File: config.mk
export PLATFORM = sky130hd
export DESIGN_NAME = flash_gate
export DESIGN_NICKNAME = d
export VERILOG_FILES = /design/src/rtl/fg_pkg.sv /design/src/rtl/fg_write_post.sv /design/src/rtl/fg_erase_seq.sv /design/src/rtl/flash_gate.sv
export SDC_FILE = /design/constraint.sdc
export NUM_CORES = 1
export LEC_CHECK = 0
export BUFFER_PORTS_ARGS = -buffer_cell sky130_fd_sc_hd__buf_2
export CORE_MARGIN = 2
export CORE_UTILIZATION = 45
export CTS_CLUSTER_SIZE = 14
export DETAILED_ROUTE_END_ITERATION = 6
export PLACE_DENSITY = 0.7
export SYNTH_ARGS = -nofsm -noshare
export SYNTH_HDL_FRONTEND = slang
export SYNTH_SLANG_ARGS = --single-unit
File: constraint.sdc
create_clock -name clk -period 4.3 [get_ports clk]
set_input_delay 0.43 -clock clk [delete_from_list [all_inputs] [get_ports clk]]
set_output_delay 0.43 -clock clk [all_outputs]
set_load 0.03 [all_outputs]
File: src/rtl/fg_pkg.sv
package fg_pkg;
  typedef enum logic [1:0] {
    SEL_KEY   = 2'd0,
    SEL_CTRL  = 2'd1,
    SEL_ERASE = 2'd2
  } fg_sel_e;

  localparam int unsigned CTRL_PWE_BIT = 0;
  localparam int unsigned CTRL_ARM_BIT = 1;
  localparam logic OP_WRITE = 1'b0;
  localparam logic OP_ERASE = 1'b1;
endpackage

File: src/rtl/fg_write_post.sv
module fg_write_post #(
  parameter int unsigned AW = 16,
  parameter int unsigned DW = 8
) (
  input  logic          clk,
  input  logic          rst_n,
  input  logic          pwe_wr,
  input  logic          pwe_val,
  input  logic          irq_en,
  input  logic          key_ok,
  input  logic          st_valid,
  input  logic [AW-1:0] st_addr,
  input  logic [DW-1:0] st_data,
  input  logic          cop_en,
  input  logic          cop_busy,
  output logic          ram_we,
  output logic          pwe_q,
  output logic          pend_q,
  output logic          path_busy,
  output logic          go_q,
  output logic [AW-1:0] go_addr_q,
  output logic [DW-1:0] go_data_q
);
  logic          busy_q;
  logic [AW-1:0] hold_addr_q;
  logic [DW-1:0] hold_data_q;
  logic          flash_req, accept, release_now;
  logic          pwe_d, pend_d, go_d;
  logic [AW-1:0] hold_addr_d, go_addr_d;
  logic [DW-1:0] hold_data_d, go_data_d;

  always_comb begin
    flash_req   = st_valid & pwe_q;
    accept      = flash_req & key_ok & ~pend_q;
    release_now = pend_q & (~cop_en | (busy_q & ~cop_busy));
    ram_we      = st_valid & ~pwe_q;
    path_busy   = pend_q | accept;

    pwe_d = pwe_q;
    if (accept)                 pwe_d = 1'b0;
    else if (pwe_wr && !irq_en) pwe_d = pwe_val;

    pend_d = pend_q;
    if (release_now)           pend_d = 1'b0;
    else if (accept && cop_en) pend_d = 1'b1;

    hold_addr_d = hold_addr_q;
    hold_data_d = hold_data_q;
    if (accept && cop_en) begin
      hold_addr_d = st_addr;
      hold_data_d = st_data;
    end

    go_d      = release_now | (accept & ~cop_en);
    go_addr_d = release_now ? hold_addr_q : st_addr;
    go_data_d = release_now ? hold_data_q : st_data;
  end

  always_ff @(posedge clk or negedge rst_n) begin
    if (!rst_n) begin
      pwe_q       <= 1'b0;
      pend_q      <= 1'b0;
      busy_q      <= 1'b0;
      hold_addr_q <= '0;
      hold_data_q <= '0;
      go_q        <= 1'b0;
      go_addr_q   <= '0;
      go_data_q   <= '0;
    end else begin
      pwe_q       <= pwe_d;
      pend_q      <= pend_d;
      busy_q      <= cop_busy;
      hold_addr_q <= hold_addr_d;
      hold_data_q <= hold_data_d;
      go_q        <= go_d;
      go_addr_q   <= go_addr_d;
      go_data_q   <= go_data_d;
    end
  end

  p_pwe_locked_r5: assert property (@(posedge clk) disable iff (!rst_n)
    (pwe_wr && irq_en && !accept) |=> $stable(pwe_q));
  p_pend_needs_cop_r7: assert property (@(posedge clk) disable iff (!rst_n)
    $rose(pend_q) |-> $past(cop_en));
  p_drop_while_pend_r9: assert property (@(posedge clk) disable iff (!rst_n)
    (pend_q && st_valid && pwe_q && !release_now) |=> (pend_q && pwe_q));
  p_pwe_clears_r4: assert property (@(posedge clk) disable iff (!rst_n)
    (st_valid && pwe_q && key_ok && !pend_q) |=> !pwe_q);
endmodule

File: src/rtl/fg_erase_seq.sv
module fg_erase_seq #(
  parameter int unsigned DW        = 8,
  parameter logic [DW-1:0] PATTERN = 8'hAA
) (
  input  logic          clk,
  input  logic          rst_n,
  input  logic          ctl_wr,
  input  logic          arm_val,
  input  logic          er_wr,
  input  logic [DW-1:0] er_data,
  input  logic          dbg_en,
  input  logic          blocked,
  output logic          arm_q,
  output logic          er_go_q
);
  logic arm_d, go_d;

  always_comb begin
    go_d  = er_wr & arm_q & (er_data == PATTERN) & dbg_en & ~blocked;
    arm_d = arm_q;
    if (er_wr)       arm_d = 1'b0;
    else if (ctl_wr) arm_d = arm_val;
  end

  always_ff @(posedge clk or negedge rst_n) begin
    if (!rst_n) begin
      arm_q   <= 1'b0;
      er_go_q <= 1'b0;
    end else begin
      arm_q   <= arm_d;
      er_go_q <= go_d;
    end
  end

  p_erase_gate_r10: assert property (@(posedge clk) disable iff (!rst_n)
    er_go_q |-> ($past(dbg_en) && $past(arm_q) && $past(er_data) == PATTERN));
  p_arm_drops_r11: assert property (@(posedge clk) disable iff (!rst_n)
    er_wr |=> !arm_q);
  p_erase_blocked_r13: assert property (@(posedge clk) disable iff (!rst_n)
    (er_wr && blocked) |=> !er_go_q);
endmodule

File: src/rtl/flash_gate.sv
module flash_gate
  import fg_pkg::*;
#(
  parameter int unsigned AW          = 16,
  parameter int unsigned DW          = 8,
  parameter int unsigned KW          = 4,
  parameter logic [KW-1:0] KEY       = 4'h2,
  parameter logic [DW-1:0] ERASE_PAT = 8'hAA
) (
  input  logic          clk,
  input  logic          rst_n,
  input  logic          reg_wr,
  input  logic [1:0]    reg_sel,
  input  logic [DW-1:0] reg_wdata,
  input  logic          st_valid,
  input  logic [AW-1:0] st_addr,
  input  logic [DW-1:0] st_data,
  input  logic          irq_en,
  input  logic          cop_en,
  input  logic          cop_busy,
  input  logic          dbg_en,
  output logic          ram_we,
  output logic          pend,
  output logic          pwe,
  output logic          erase_arm,
  output logic          fl_cmd_valid,
  output logic          fl_cmd_op,
  output logic [AW-1:0] fl_cmd_addr,
  output logic [DW-1:0] fl_cmd_data
);
  localparam int unsigned SYNC_STAGES = 2;

  logic [SYNC_STAGES-1:0] rst_sync_q;
  logic                   rst_i_n;
  logic [KW-1:0]          key_q, key_d;
  logic                   key_ok, key_wr, ctl_wr, er_wr;
  logic                   path_busy, wr_go, er_go;
  logic [AW-1:0]          wr_addr;
  logic [DW-1:0]          wr_data;

  always_ff @(posedge clk or negedge rst_n) begin
    if (!rst_n) rst_sync_q <= '0;
    else        rst_sync_q <= {rst_sync_q[SYNC_STAGES-2:0], 1'b1};
  end
  assign rst_i_n = rst_sync_q[SYNC_STAGES-1];

  always_comb begin
    key_wr = reg_wr & (reg_sel == SEL_KEY);
    ctl_wr = reg_wr & (reg_sel == SEL_CTRL);
    er_wr  = reg_wr & (reg_sel == SEL_ERASE);
    key_d  = key_wr ? reg_wdata[KW-1:0] : key_q;
    key_ok = (key_q == KEY);
  end

  always_ff @(posedge clk or negedge rst_i_n) begin
    if (!rst_i_n) key_q <= '0;
    else          key_q <= key_d;
  end

  fg_write_post #(.AW(AW), .DW(DW)) u_post (
    .clk       (clk),
    .rst_n     (rst_i_n),
    .pwe_wr    (ctl_wr),
    .pwe_val   (reg_wdata[CTRL_PWE_BIT]),
    .irq_en    (irq_en),
    .key_ok    (key_ok),
    .st_valid  (st_valid),
    .st_addr   (st_addr),
    .st_data   (st_data),
    .cop_en    (cop_en),
    .cop_busy  (cop_busy),
    .ram_we    (ram_we),
    .pwe_q     (pwe),
    .pend_q    (pend),
    .path_busy (path_busy),
    .go_q      (wr_go),
    .go_addr_q (wr_addr),
    .go_data_q (wr_data)
  );

  fg_erase_seq #(.DW(DW), .PATTERN(ERASE_PAT)) u_erase (
    .clk     (clk),
    .rst_n   (rst_i_n),
    .ctl_wr  (ctl_wr),
    .arm_val (reg_wdata[CTRL_ARM_BIT]),
    .er_wr   (er_wr),
    .er_data (reg_wdata),
    .dbg_en  (dbg_en),
    .blocked (path_busy),
    .arm_q   (erase_arm),
    .er_go_q (er_go)
  );

  always_comb begin
    fl_cmd_valid = wr_go | er_go;
    fl_cmd_op    = er_go ? OP_ERASE : OP_WRITE;
    fl_cmd_addr  = er_go ? '0 : wr_addr;
    fl_cmd_data  = er_go ? '0 : wr_data;
  end

  p_port_exclusive_r13: assert property (@(posedge clk) disable iff (!rst_i_n)
    !(wr_go && er_go));
  p_write_needs_key_r2: assert property (@(posedge clk) disable iff (!rst_i_n)
    (fl_cmd_valid && fl_cmd_op == OP_WRITE && !$past(pend)) |-> $past(key_ok));
  p_release_strobe_r8: assert property (@(posedge clk) disable iff (!rst_i_n)
    $fell(pend) |-> (fl_cmd_valid && fl_cmd_op == OP_WRITE));
  p_ram_path_r3: assert property (@(posedge clk) disable iff (!rst_i_n)
    (st_valid && !pwe) |-> ram_we);
endmodule

Word-level counts from Yosys, hierarchy flattened
Cells that the tools add are included.

Register bits: 60. Output and inout bits: 30. Input bits: 42. Word-level logic and storage cells: 57.

Equality and inequality tests: 4. Multiplexer cells: 11. Bitwise logic cells: 23. Reductions and logical operators: 7.

Operator list (number): two-way mux 16 bit (2); two-way mux 8 bit (2); AND 1 bit (14); == test 8 bit, second input constant (1); two-way mux 1 bit (7); nonzero test 2 bit (3); NOT 1 bit (5); == test 4 x 2 -> 1 bit, second input constant (1); OR 1 bit (4); == test 2 x 1 -> 1 bit, second input constant (1); == test 2 bit, second input constant (1); logical AND 1 bit (2); logical NOT 2 bit (1); logical NOT 1 bit (1).

Depth between registers and ports, before layout
Word-level depth: 6. Gate-level depth with buffers: 5. Mapped depth without buffers: 3.

By module
A second synthesis with hierarchy kept.

Cell total of the unflattened synthesis: 168. Area, all modules: 2658.8 um^2.

Modules (own cells, without submodules): fg_write_post (cells an instance 118, area an instance 2124.5 um^2, seq. area each 1301.2 um^2, instances 1); flash_gate (cells an instance 42, area an instance 429.2 um^2, seq. area each 150.1 um^2, instances 1); fg_erase_seq (cells an instance 8, area an instance 105.1 um^2, seq. area each 50.0 um^2, instances 1).

Worst setup path after synthesis
Ideal clock, no wire load.

Path kind: register to register. From: reg u_post.pend_q. To: reg u_post.hold_addr_q[12]. Required time: 4.175 ns. Cell stages (with the launch flop): 6. Slack: 2.470 ns. Arrival: 1.705 ns. Cells stage by stage: dfrtp_1 -> or3_1 -> or3_1 -> buf_6 -> buf_12 -> mux2_4.

Word-level cells in the longest chain between the ends: 3.

Ends and longest elaborated chain: from (decl) (RTL line fg_write_post.sv:18) `output logic pend_q,`; from (signal assigned) (RTL line fg_write_post.sv:71) `pend_q <= pend_d;`; NOT 1 bit (RTL line fg_write_post.sv:34) `accept = flash_req & key_ok & ~pend_q;`; AND 1 bit (RTL line fg_write_post.sv:34); logical AND 1 bit (RTL line fg_write_post.sv:49) `if (accept && cop_en) begin`; to (signal assigned) (RTL line fg_write_post.sv:73) `hold_addr_q <= hold_addr_d;`; to (decl) (RTL line fg_write_post.sv:25) `logic [AW-1:0] hold_addr_q;`.

No other way between the ends. A chain may end at the register's enable or synchronous reset.

Worst setup path after layout
From: reg u_erase.er_go_q. To: out fl_cmd_valid.

Word-level cells in the longest chain between the ends: 1.

Ends and longest elaborated chain: from (decl) (RTL line fg_erase_seq.sv:14) `output logic er_go_q`; from (signal assigned) (RTL line fg_erase_seq.sv:31) `er_go_q <= go_d;`; OR 1 bit (RTL line flash_gate.sv:95) `fl_cmd_valid = wr_go | er_go;`; to (decl) (RTL line flash_gate.sv:26) `output logic fl_cmd_valid,`.

No other way between the ends.

==> impl_metrics.env <==
export IMPL_power_leakage_uw=0.00161
export IMPL_ys_seq_area_frac=0.587
export IMPL_synth_xor_area_frac=0
export IMPL_crit_path_end_kind="output pin"
export IMPL_grt_pass1_wl_microns=7220
export IMPL_reg2regPathDepth=4
export IMPL_period_minus_slack_ns=2.09
export IMPL_drt_initial_drc_count=42
export IMPL_ys_seq_elements=60
export IMPL_timing_rr_start="key_q[3]$_DFFE_PN0P_"
export IMPL_cp_top_family="flip-flops"
export IMPL_p_sw_frac=0.252
export IMPL_synth_area_leader_cell="dfrtp_1"
export IMPL_synth_top_area_frac=0.587
export IMPL_timing_critical_path_buf_inv=1
export IMPL_cap_violations=0
export IMPL_crit_type="reg2out"
export IMPL_crit_slowest_cell="dfrtp_1"
export IMPL_core_area_sq_um=5510
export IMPL_tns_ns=0
export IMPL_internal_power_uw=1080
export IMPL_hold_class="in2reg"
export IMPL_synth_area_sq_um=2560
export IMPL_yosys_warnings=0
export IMPL_worstPathArrival_ns=1.66
export IMPL_vias_per_cell=4.72
export IMPL_skew_ns=0.00732
export IMPL_max_freq_ghz=0.479
export IMPL_nets=292
export IMPL_cp_slowest_stage_delay_ns=0.90
export IMPL_rsz0062_at_grt="no"
export IMPL_drc=0
export IMPL_hold_buffers=1
export IMPL_post_cts_resized=0
export IMPL_vdd_ir_drop_worst_uv=296
export IMPL_grt_start_max_net_pins=59
export IMPL_worstMarginPinSlew_ns=0.852
export IMPL_design_die_area_sq_um=6300
export IMPL_status="completed"
export IMPL_multi_input_area_sq_um=982
export IMPL_antenna_found_initial=0
export IMPL_ctsLongestPathBuffers=2
export IMPL_cp_depth=2
export IMPL_area_growth_synth_to_final_pct=23.6
export IMPL_postCtsSetupRepairBufs=0
export IMPL_hp_start="cop_busy"
export IMPL_synthCells=171
export IMPL_yosysUniqueCellTypes=28
export IMPL_num_vias=1538
export IMPL_path_clk_slew_ns=0.06
export IMPL_drtAntennaViolNets=0
export IMPL_p_total_uw=1440
export IMPL_clock_latency_ns=0.33
export IMPL_n_antenna_cell=0
export IMPL_hold_depth=1
export IMPL_wirelength_microns=4510
export IMPL_grt_pass1_vias=1535
export IMPL_drtPass1Iterations=4
export IMPL_regToRegEndpoint="u_post.hold_data_q[5]$_DFFE_PN0P_"
export IMPL_synth_area_leaders="dfrtp_1, mux2_2, mux2_4"
export IMPL_grt_total_usage=0.155
export IMPL_numCtsBuffers=9
export IMPL_maxSlewViolCount=0
export IMPL_cp_required_ns=3.87
export IMPL_min_period_over_period=0.485
export IMPL_relSlewSlack=0.432
export IMPL_power_frac_clock=0.337
export IMPL_synth_top_family_by_area="multiplexers"
export IMPL_dp_final_hpwl_microns=3020
export IMPL_hold_path_end="u_post.busy_q$_DFF_PN0_"
export IMPL_cts_sink_count=60
export IMPL_cellPowerDensity_nw_per_um2=456
export IMPL_placed_cells=310
export IMPL_regArea_sq_um=1500
export IMPL_cp_max_fo=26
export IMPL_cts_max_level=3
export IMPL_grt_remaining_overflow=0
export IMPL_syn_avg_cell_area_sq_um=14.9
export IMPL_stdcell_count=326
export IMPL_synthMuxAreaShare=0.261
export IMPL_tritoncts="built"
export IMPL_setup_violations_final=0
export IMPL_num_rows=27
export IMPL_yosys_area_share_simple=0.104
export IMPL_boundaryPins=72
export IMPL_clock_tree_root_cell="clkbuf_8"
export IMPL_die_height_microns=79.4
export IMPL_io_buffers=71
export IMPL_initial_core_util=0.464
export IMPL_combPwrFrac=0.170
export IMPL_nFillCells=448
export IMPL_synth_compound_area_share=0.0162
export IMPL_syn_num_nets=213
export IMPL_detail_route_wl_per_cell_microns=13.8
export IMPL_ys_flop_type="dfrtp_1"
export IMPL_synth_common_cells="dfrtp_1, mux2_2, nor2b_1"
export IMPL_yosysMostFrequentCell="dfrtp_1"
export IMPL_gp_congestion=0.701
export IMPL_p_sw_uw=364
export IMPL_rrSetupSlack_ns=2.22
export IMPL_synth_fa_ha_area_frac=0
export IMPL_synth_edf_count=0
export IMPL_die_w_microns=79.4
export IMPL_hold_viol=0
export IMPL_async_flop_share=1.00
export IMPL_p_seq_frac=0.493
export IMPL_drive_above_1_share=0.567
export IMPL_cp_start_kind="flip-flop"
export IMPL_crit_chain="or2_2 > buf_2"
layout by cell type (no fill, tap or decap), types with 2 or more instances in the layout:
cell type,n
nor2b_1,27
mux2_4,19
buf_4,3
nand4b_1,2
clkinv_2,3
inv_1,2
nand2_1,3
clkbuf_8,10
dfrtp_1,59
or3_1,2
buf_2,71
mux2_2,33
state kept, by name, indices dropped and copies added, names as in the netlist, 2 cells and up:
| signal | cells |
|---|---|
| u_post.go_data_q | 8 |
| rst_sync_q | 2 |
| u_post.hold_data_q | 8 |
| u_post.go_addr_q | 16 |
| key_q | 4 |
| u_post.hold_addr_q | 16 |
logic make-up (layout without fill, tap and decap cells):
kind of cell,after synthesis,after routing
other,1,1
buffers and inverters,9,92
multiplexers,53,53
flip-flops,60,60
AO/OA/AOI/OAI,6,6
AND/OR/NAND/NOR,42,42
final cells by class:
type                            count  area share
Timing Repair Buffer               75       0.123
Tap cell                           72      0.0285
Clock inverter                      5      0.0166
Multi-Input combinational cell    102       0.311
Clock buffer                       10      0.0435
Sequential cell                    60       0.475
Inverter                            2     0.00238
through the flow:
stage	setup slack, ns	hold WS, ns	instance area (sq um)	util
2_1_floorplan	2.47	0.134	2560	-
3_3_place_gp	2.24	0.215	2960	0.538
3_5_place_dp	2.21	0.218	2960	0.538
4_1_cts	2.17	0.217	3160	0.574
5_1_grt	2.13	0.223	3160	0.574
6_report	2.21	0.233	3160	0.574
worst max-delay path by stage:
stage                                               endpoint  slack (ns)                 startpoint
after detailed placement   u_post.hold_data_q[5]$_DFFE_PN0P_        2.21       key_q[3]$_DFFE_PN0P_
after global routing                            fl_cmd_valid        2.13  u_erase.er_go_q$_DFF_PN0_
after global placement     u_post.hold_addr_q[1]$_DFFE_PN0P_        2.24       key_q[3]$_DFFE_PN0P_
after CTS                                       fl_cmd_valid        2.17  u_erase.er_go_q$_DFF_PN0_
after floorplan           u_post.hold_addr_q[12]$_DFFE_PN0P_        2.47  u_post.pend_q$_DFFE_PN0P_
final                                           fl_cmd_valid        2.21  u_erase.er_go_q$_DFF_PN0_
routing by layer:
metal  wire [microns]  GRT usage  vias to the layer above
met5                0          0                        -
met3              257     0.0419                        8
li1                 -          -                      748
met4               90     0.0931                        0
met2             1860      0.212                       57
met1             2300      0.221                      725
worst register-to-register path, delay by kind of cell (launching register included):
kind	cells	cell delay [ns]
buf+inv	1	0.33
flops	1	0.41
mux	1	0.33
simple gates	2	0.90
power groups by stage:
stage          combinational, uW  clock, uW  sequential, uW
2_1_floorplan                171          0             720
3_3_place_gp                 239          0             716
3_5_place_dp                 247          0             717
4_1_cts                      248        500             709
5_1_grt                      264        528             721
6_report                     245        485             710
Note: power is estimated with default switching activity, not from simulation.
